### config.mk
export PLATFORM = sky130hd
export DESIGN_NAME = adj_coupling_counter
export DESIGN_NICKNAME = d
export VERILOG_FILES = /design/src/rtl/coupling_pkg.sv /design/src/rtl/cpl_pair_classify.sv /design/src/rtl/cpl_popcount.sv /design/src/rtl/adj_coupling_counter.sv
export SDC_FILE = /design/constraint.sdc
export NUM_CORES = 1
export LEC_CHECK = 0
export BUFFER_PORTS_ARGS = -buffer_cell sky130_fd_sc_hd__buf_2
export CAP_MARGIN = 30
export CORE_MARGIN = 2
export CORE_UTILIZATION = 50
export DETAILED_ROUTE_END_ITERATION = 8
export PLACE_DENSITY = 0.8
export SETUP_SLACK_MARGIN = 0.1
export SYNTH_ARGS = -nofsm -noshare
export SYNTH_HDL_FRONTEND = slang
export SYNTH_SLANG_ARGS = --single-unit
export TNS_END_PERCENT = 10
### constraint.sdc
create_clock -name vclk -period 5.2
set_clock_uncertainty 0.05 [all_clocks]
set_input_delay 0.52 -clock vclk [all_inputs]
set_output_delay 0.52 -clock vclk [all_outputs]
set_load 0.02 [all_outputs]
### src/rtl/coupling_pkg.sv
package coupling_pkg;

  // Bits needed to count up to w-1 events (one per neighbouring pair).
  function automatic int cnt_bits(input int w);
    return (w < 2) ? 1 : $clog2(w);
  endfunction

  // Bits needed to hold the weighted total, up to 2*(w-1).
  function automatic int sum_bits(input int w);
    return $clog2(2 * w);
  endfunction

  typedef struct packed {
    logic single_ev;
    logic double_ev;
  } pair_event_t;

endpackage

### src/rtl/cpl_pair_classify.sv
module cpl_pair_classify
  import coupling_pkg::*;
(
  input  logic        old_lo,
  input  logic        old_hi,
  input  logic        new_lo,
  input  logic        new_hi,
  output pair_event_t ev
);

  logic old_split;
  logic new_split;
  logic lo_moved;

  always_comb begin
    old_split    = old_lo ^ old_hi;
    new_split    = new_lo ^ new_hi;
    lo_moved     = old_lo ^ new_lo;
    ev.single_ev = ~old_split & new_split;
    ev.double_ev = old_split & new_split & lo_moved;
  end

  // Single event only from an equal old pair to a split new pair.
  always_comb begin
    if (ev.single_ev) begin
      p_single_src_r1: assert (old_lo == old_hi && new_lo != new_hi);
    end
  end

  // Double event only when both wires change, in opposite directions.
  always_comb begin
    if (ev.double_ev) begin
      p_double_src_r2: assert (new_lo != old_lo && new_hi != old_hi && new_lo != new_hi);
    end
  end

  // A pair carries at most one kind of event.
  always_comb begin
    p_excl_r9: assert (!(ev.single_ev && ev.double_ev));
  end

endmodule

### src/rtl/cpl_popcount.sv
module cpl_popcount #(
  parameter int N  = 15,
  parameter int OW = 4
) (
  input  logic [N-1:0]  bits_in,
  output logic [OW-1:0] ones
);

  always_comb begin
    ones = '0;
    for (int k = 0; k < N; k++) begin
      ones = ones + OW'(bits_in[k]);
    end
  end

  // The count fits the width and never exceeds the number of inputs.
  always_comb begin
    p_cnt_range_r4: assert (int'(ones) <= N);
  end

endmodule

### src/rtl/adj_coupling_counter.sv
module adj_coupling_counter
  import coupling_pkg::*;
#(
  parameter int WIDTH = 16
) (
  input  logic [WIDTH-1:0]                  prev_word,
  input  logic [WIDTH-1:0]                  next_word,
  output logic [cnt_bits(WIDTH)-1:0]        single_cnt,
  output logic [cnt_bits(WIDTH)-1:0]        double_cnt,
  output logic [sum_bits(WIDTH)-1:0]        weighted_sum
);

  localparam int PAIRS = WIDTH - 1;
  localparam int CW    = cnt_bits(WIDTH);
  localparam int SW    = sum_bits(WIDTH);

  pair_event_t      pair_ev [PAIRS];
  logic [PAIRS-1:0] single_vec;
  logic [PAIRS-1:0] double_vec;

  for (genvar g = 0; g < PAIRS; g++) begin : g_pair
    cpl_pair_classify u_cls (
      .old_lo (prev_word[g]),
      .old_hi (prev_word[g+1]),
      .new_lo (next_word[g]),
      .new_hi (next_word[g+1]),
      .ev     (pair_ev[g])
    );
    assign single_vec[g] = pair_ev[g].single_ev;
    assign double_vec[g] = pair_ev[g].double_ev;
  end

  cpl_popcount #(.N(PAIRS), .OW(CW)) u_single_cnt (
    .bits_in (single_vec),
    .ones    (single_cnt)
  );

  cpl_popcount #(.N(PAIRS), .OW(CW)) u_double_cnt (
    .bits_in (double_vec),
    .ones    (double_cnt)
  );

  always_comb begin
    weighted_sum = SW'(single_cnt) + (SW'(double_cnt) << 1);
  end

  // Both counts together never exceed the pair count.
  always_comb begin
    p_pair_budget_r9: assert (int'(single_cnt) + int'(double_cnt) <= PAIRS);
  end

  // The total stays within the worst case 2*(WIDTH-1).
  always_comb begin
    p_no_overflow_r7: assert (int'(weighted_sum) <= 2 * PAIRS);
  end

  // An unchanged word produces no coupling events.
  always_comb begin
    if (prev_word == next_word) begin
      p_static_zero_r3: assert (weighted_sum == '0);
    end
  end

endmodule

# Yosys cells after proc, flatten, opt, wreduce, memory -nomap -nowiden
# Index checks and enable logic that the tools add are counted.
dict set report word_totals {
  ff_bits 0
  input_bits 32
  out_inout_bits 13
}
dict set report classes {
  add_sub_neg 29
  bitwise_logic 105
}
# cell n
set op_table {}
lappend op_table {{4-bit by 1-bit adder with 4-bit output} 26}
lappend op_table {{1-bit AND} 45}
lappend op_table {{1-bit bitwise XOR} 45}
lappend op_table {{1-bit NOT} 15}
lappend op_table {{4-bit by 5-bit adder with 5-bit output} 1}
lappend op_table {{1-bit by 1-bit adder with 2-bit output} 2}

# Longest topological paths before layout
# Gate-level depths: netlist of the first run.
dict set report depth {
  depth_word 18
  ltp_mapped 18
}

# Cells and area by module
# From an unflattened synthesis of the first run, not the netlist that was laid out.
dict set report unflattened {
  hier_cells 171
  area_unflattened_um2 1462.7
}
# mod n_inst cells_each area_each_um2
set modules_own_cells {}
lappend modules_own_cells {cpl_pair_classify 15 6 47.5}
lappend modules_own_cells {cpl_popcount 2 36 325.3}
lappend modules_own_cells {adj_coupling_counter 1 9 98.8}

# Worst setup path after synthesis of the first run
# Ideal clock, no wire load.
dict set report synth_path {
  kind {in2out}
  startpoint {input port prev_word[0]}
  endpoint {output port weighted_sum[3]}
  arrival_time_ps 5163
  required_ps 4630
  path_slack_ps -533
  cell_stages 15
  n_path_buf 0
  path_cell_list {xor2_1 > nor2_1 > ha_1 > inv_1 > fa_1 > fa_1 > inv_1 > fa_1 > fa_1 > ha_1 > fa_1 > xor2_1 > inv_1 > fa_1 > xnor2_1}
}
dict set report synth_via {
  elab_chain_len 18
}
# item line_no
set synth_lines {}
lappend synth_lines {{start: declaration} adj_coupling_counter.sv:6} ;# input logic [WIDTH-1:0] prev_word,
lappend synth_lines {{1-bit bitwise XOR} cpl_pair_classify.sv:16} ;# old_split = old_lo ^ old_hi;
lappend synth_lines {{1-bit NOT} cpl_pair_classify.sv:19} ;# ev.single_ev = ~old_split & new_split;
lappend synth_lines {{1-bit AND} cpl_pair_classify.sv:19}
lappend synth_lines {{1-bit by 1-bit adder with 2-bit output} cpl_popcount.sv:12} ;# ones = ones + OW'(bits_in[k]);
lappend synth_lines {{4-bit by 1-bit adder with 4-bit output (13 in a row)} cpl_popcount.sv:12}
lappend synth_lines {{via single_cnt[2]} adj_coupling_counter.sv:8} ;# output logic [cnt_bits(WIDTH)-1:0] single_cnt,
lappend synth_lines {{4-bit by 5-bit adder with 5-bit output} adj_coupling_counter.sv:44} ;# weighted_sum = SW'(single_cnt) + (SW'(double_cnt) << 1);
lappend synth_lines {{end: declaration} adj_coupling_counter.sv:10} ;# output logic [sum_bits(WIDTH)-1:0] weighted_sum
# The timed path passes the listed nets, and every way through them passes these cells.

# Final worst setup path of the first run
dict set report layout_path {
  startpoint {input port next_word[2]}
  endpoint {output port weighted_sum[4]}
}
dict set report layout_via {
  elab_chain_len 18
}
# item line_no
set layout_lines {}
lappend layout_lines {{start: declaration} adj_coupling_counter.sv:7} ;# input logic [WIDTH-1:0] next_word,
lappend layout_lines {{1-bit bitwise XOR} cpl_pair_classify.sv:17} ;# new_split = new_lo ^ new_hi;
lappend layout_lines {{1-bit AND (2 in a row)} cpl_pair_classify.sv:20} ;# ev.double_ev = old_split & new_split & lo_moved;
lappend layout_lines {{1-bit by 1-bit adder with 2-bit output} cpl_popcount.sv:12}
lappend layout_lines {{4-bit by 1-bit adder with 4-bit output (13 in a row)} cpl_popcount.sv:12}
lappend layout_lines {{4-bit by 5-bit adder with 5-bit output (*)} adj_coupling_counter.sv:44}
# Mark *: on every way between the ends. The rest lies on a longest branch, timed or not.

==> impl_metrics.json, run 1 <==
{
  "outcome": "finished, violations left",
  "violations": "setup timing",
  "seq_cells": 0,
  "yosysMostFrequentCell": "inv_1",
  "yosys-top-cells-area": "fa_1 27%, ha_1 13%, xnor2_1 11%, xor2_1 10%, nand2b_1 10%",
  "ir_drop_uv": 855,
  "period_share_pct": 107,
  "setup_viol": 3,
  "ys_seq_area_share_pct": 0,
  "nClkBuffers": 0,
  "io_pins": 45,
  "finalHoldViolCount": 0,
  "firstDrtPassIters": 4,
  "worstPathMaxFanout": 4,
  "seqPwrFrac_pct": 0,
  "grt_pass1_wl_um": 6000,
  "vias": 1402,
  "io_buffers": 45,
  "synth_cell_type_count": 23,
  "synth_fp_nets": 233,
  "antenna_found_initial": 0,
  "synthCells": 167,
  "hold_class": "input port to output pin",
  "layout_setup_ws_ns": -0.383,
  "dp_slack_ns": -0.437,
  "gp_congestion": 0.779,
  "routedWlPerCell_um": 12.4,
  "layout.cells.non_filler": 284,
  "p_per_area_nw_per_um2": 497,
  "power.net_switching_uw": 601,
  "slew_viol_final": 0,
  "max_freq_mhz": 179,
  "period_minus_slack_ns": 5.58,
  "seqCellArea_sq_um": 0,
  "grt_pass1_vias": 1478,
  "multi_input_area_sq_um": 1450,
  "yosysTopAreaCell": "fa_1",
  "rsz0062_at_grt": "true",
  "cp-start-kind": "input port",
  "fillers": 178,
  "drive_gt1_share_pct": 44.7,
  "drc": 0,
  "coreArea_sq_um": 2730,
  "wl_um": 3530,
  "die-area_sq_um": 3280,
  "slew_headroom_pct": 76.8,
  "internal_power_uw": 488,
  "switching_share_pct": 55.2,
  "arrival_ns": 5.01,
  "initial_core_util_pct": 51.9,
  "synth_area_sq_um": 1420,
  "tns_ns": -0.951,
  "synth_common_cells": "28 x inv_1, 23 x nand2b_1, 19 x fa_1",
  "ant_nets": 0,
  "clockPowerShare_pct": 0,
  "die_y_um": 57.3,
  "fin_nets": 321,
  "num_rows": 19,
  "cp.required_ns": 4.63,
  "dp.cells": 282,
  "avgViaCountPerCell": 4.94,
  "grt_max_degree": 5,
  "comb_power_share_pct": 100.0,
  "grt_overflow": 0,
  "track_usage_pct": 23.1,
  "final_core_util_pct": 80.1,
  "cap_violations": 0,
  "insertedDiodeCount": 0,
  "worst_setup_path_end_kind": "output pin",
  "worst_pin_slew_ns": 0.346,
  "syn_area_per_cell_sq_um": 8.50,
  "dr.first_iter.drc_count": 33,
  "worstSetupPathType": "input port to output pin",
  "die_x_um": 57.3,
  "hpwl_um": 3120,
  "synthDominantCellAreaShare_pct": 26.8,
  "whs_ns": 1.78,
  "yosys_warnings": 0,
  "synthToLayoutAreaGrowth_pct": 54.3,
  "power_leakage_nw": 1.18
}
==> final timing paths <==
kind,depth (start not counted),to,startpoint
max,17,weighted_sum[4],next_word[2]
min,5,double_cnt[0],next_word[4]
==> power groups by stage <==
stage	combinational, mW	clock, mW	sequential, mW
finish	1.09	0	0
global route	1.19	0	0
CTS	1.08	0	0
detailed placement	1.03	0	0
global placement	0.996	0	0
floorplan	0.731	0	0
==> worst max-delay path, stage by stage <==
cell and delay [ns]:
buf_8 0.10, nand2b_4 0.14, o22ai_2 0.16, ha_1 0.26, inv_2 0.06, fa_1 0.42
fa_1 0.57, fa_1 0.45, fa_1 0.53, inv_1 0.05, ha_2 0.19, fa_2 0.57
ha_4 0.21, a21o_1 0.18, a21oi_2 0.15, xor3_2 0.29, buf_6 0.15
==> placed cells by master (no fill, tap or decap) <==
| cell | n |
|---|---|
| o22ai_1 | 5 |
| nand2b_1 | 17 |
| xor3_2 | 1 |
| fa_2 | 3 |
| ha_4 | 1 |
| xnor2_2 | 2 |
| nand2_1 | 7 |
| xnor2_1 | 16 |
| ha_2 | 3 |
| nor3b_1 | 1 |
| inv_2 | 1 |
| buf_2 | 37 |
| or3b_1 | 1 |
| a21oi_2 | 2 |
| buf_8 | 1 |
| nor2_1 | 9 |
| ha_1 | 11 |
| buf_6 | 5 |
| a21oi_1 | 1 |
| o31ai_1 | 1 |
| nand2b_4 | 6 |
| xor2_4 | 2 |
| nor2b_1 | 2 |
| nor4b_1 | 2 |
| buf_4 | 45 |
| o22a_1 | 3 |
| nor4b_2 | 1 |
| a31oi_1 | 3 |
| o22ai_2 | 2 |
| inv_1 | 27 |
| fa_1 | 16 |
| xor2_1 | 15 |
| a31o_2 | 1 |
| a21o_1 | 3 |
==> layer usage <==
metal  global-route usage (%)  vias up  wire (um)
met1                     27.0      666       1380
met2                     47.1       26       2020
met4                     3.32        0         57
li1                         -      706          -
met3                    0.454        4         74
met5                        0        -          0
==> cell type report <==
cell class | instances | area share, %
well taps | 31 | 1.77
inverters | 28 | 4.80
repair buffers | 88 | 27.1
multi-input cells | 137 | 66.3
==> metrics by stage <==
stage | instance area, sq um | power [mW]
after floorplan | 1530 | 0.731
after global placement | 2080 | 0.996
after detailed placement | 2080 | 1.03
after CTS | 2180 | 1.08
after global routing | 2190 | 1.19
final | 2190 | 1.09
==> cells by family (layout without fill, tap and decap cells) <==
family	after synthesis	in the layout	synth area share, %
compound gates	21	21	10.3
simple gates	46	46	18.2
buf+inv	30	116	8.19
xor+xnor	36	36	23.3
fa+ha+maj	34	34	40.0
==> what timing repair did <==
action | in CTS | in global routing
setup endpoints to repair | 3 | 3
endpoints found under the hold margin | 0 | 0
gates resized for setup | 22 | 2
hold buffers | 0 | 0
pin swaps | 13 | 2
setup buffers | 2 | 0
cloned | 0 | 0
(Power assumes the default switching activity.)
==> run 2: changes to the inputs <==
--- a/config.mk
+++ b/config.mk
@@ -11,6 +11,7 @@
 export CORE_UTILIZATION = 50
 export DETAILED_ROUTE_END_ITERATION = 8
 export PLACE_DENSITY = 0.8
+export REMOVE_ABC_BUFFERS = 1
 export SETUP_SLACK_MARGIN = 0.1
 export SYNTH_ARGS = -nofsm -noshare
 export SYNTH_HDL_FRONTEND = slang
==> impl_metrics.json, run 2 (synthesis gave the netlist of run 1 again) <==
{
  "worstPathMaxFanout": 4,
  "hold_class": "input port to output pin",
  "wl_um": 3450,
  "cap_violations": 0,
  "drive_gt1_share_pct": 41.1,
  "track_usage_pct": 22.3,
  "hold_start": "next_word[4]",
  "insertedDiodeCount": 0,
  "firstDrtPassIters": 4,
  "rsz0062_at_grt": "true",
  "period_share_pct": 104,
  "die_y_um": 57.3,
  "fillers": 208,
  "cpLargestDelayFamily": "adder cells",
  "io_pins": 45,
  "p_total_mw": 1.01,
  "multi_input_area_sq_um": 1390,
  "num_rows": 19,
  "antenna_found_initial": 0,
  "seq_cells": 0,
  "crit_chain": "buf_4 > nand2b_1 > o22ai_2 > ha_1 > inv_2 > fa_1 > fa_1 > fa_1 > fa_1 > inv_1 > ha_2 > fa_2 > ha_1 > a21o_1 > a21oi_2 > xor3_1 > buf_6",
  "layout_setup_ws_ns": -0.209,
  "hold_buffers": 0,
  "gp_congestion": 0.782,
  "dp.cells": 278,
  "drc": 0,
  "finalHoldViolCount": 0,
  "most-common-layout-cells": "40 x buf_2, 40 x buf_4, 26 x inv_1",
  "grt_pass1_wl_um": 5780,
  "grt_max_degree": 7,
  "slew_headroom_pct": 79.1,
  "ant_nets": 0,
  "p_per_area_nw_per_um2": 487,
  "power_leakage_nw": 1.12,
  "hpwl_um": 3030,
  "ir_drop_uv": 826,
  "initial_core_util_pct": 51.9,
  "cp_common_cell": "fa_1",
  "fin_nets": 316,
  "worstSetupPathType": "input port to output pin",
  "grt_overflow": 0,
  "startpoint": "prev_word[2]",
  "worst_pin_slew_ns": 0.311,
  "dr.first_iter.drc_count": 24,
  "die-area_sq_um": 3280,
  "violations": "setup timing",
  "worst_setup_path_end_kind": "output pin",
  "crit_cells": 17,
  "cp.required_ns": 4.63,
  "cp.buffers_inverters": 4,
  "nClkBuffers": 0,
  "io_buffers": 45,
  "outcome": "finished, violations left",
  "seqCellArea_sq_um": 0,
  "die_x_um": 57.3,
  "cp-start-kind": "input port",
  "layout.cells.non_filler": 279,
  "period_minus_slack_ns": 5.41,
  "arrival_ns": 4.84,
  "whs_ns": 1.70,
  "synthToLayoutAreaGrowth_pct": 45.9,
  "endpoint": "weighted_sum[4]",
  "grt_pass1_vias": 1376,
  "crit_slowest_cell": "fa_2",
  "setup_viol": 3,
  "cpPeakStageDelay_ns": 0.55,
  "avgViaCountPerCell": 4.84,
  "dp_slack_ns": -0.564,
  "coreArea_sq_um": 2730,
  "vias": 1349,
  "max_freq_mhz": 185,
  "routedWlPerCell_um": 12.4,
  "slew_viol_final": 0
}
-- run 2: cell types whose count changed in the layout (fill, tap and decap cells not counted), moves of 2 or more --
cell      previous run  this run
nand2b_4             6         4
buf_6                5         2
buf_4               45        40
xor2_2               0         2
xor2_4               2         0
nand2b_1            17        19
buf_2               37        40
xnor2_2              2         0
xnor2_1             16        18
-- run 2: metal layers --
layer	wire length, um	vias to the layer above	track usage [%]
met4	0	0	0
met3	74	0	0
met1	1450	628	27.7
li1	-	693	-
met2	1920	28	45.6
met5	0	-	0
-- run 2: metrics by stage --
step | TNS, ns | cell area (sq um) | utilization, %
6_report | -0.545 | 2070 | 75.8
5_1_grt | -0.947 | 2070 | 75.8
4_1_cts | -0.605 | 2060 | 75.4
3_5_place_dp | -1.61 | 1950 | 71.4
3_3_place_gp | -1.31 | 1950 | 71.4
2_1_floorplan | -1.39 | 1410 | -
-- run 2: cell type report --
cell class | instances | share of cell area (%)
tap | 31 | 1.87
inverter | 28 | 5.07
timing repair buffer | 83 | 26.0
multi-input combinational | 137 | 67.1
-- run 2: timing repair --
action                                  4_1_cts  5_1_grt
endpoints found under the setup margin        5        3
resized for setup                            25        2
gates cloned                                  0        0
pin swaps                                    23        3
setup buffers                                 1        0
-- run 2: worst min path at each step --
stage / slack (ns) / to / cells past startpoint
2_1_floorplan: 1.41 / double_cnt[0] / 2
3_3_place_gp: 1.68 / double_cnt[0] / 4
6_report: 1.70 / double_cnt[0] / 4
4_1_cts: 1.71 / double_cnt[0] / 4
3_5_place_dp: 1.72 / double_cnt[0] / 4
5_1_grt: 1.72 / double_cnt[0] / 4
-- run 2: report_power, final --
group	leakage, nW	internal, mW	total [mW]	switching (mW)
combinational	1.12	0.436	1.01	0.572
sequential	0	0	0	0
clock	0	0	0	0
total	1.12	0.436	1.01	0.572
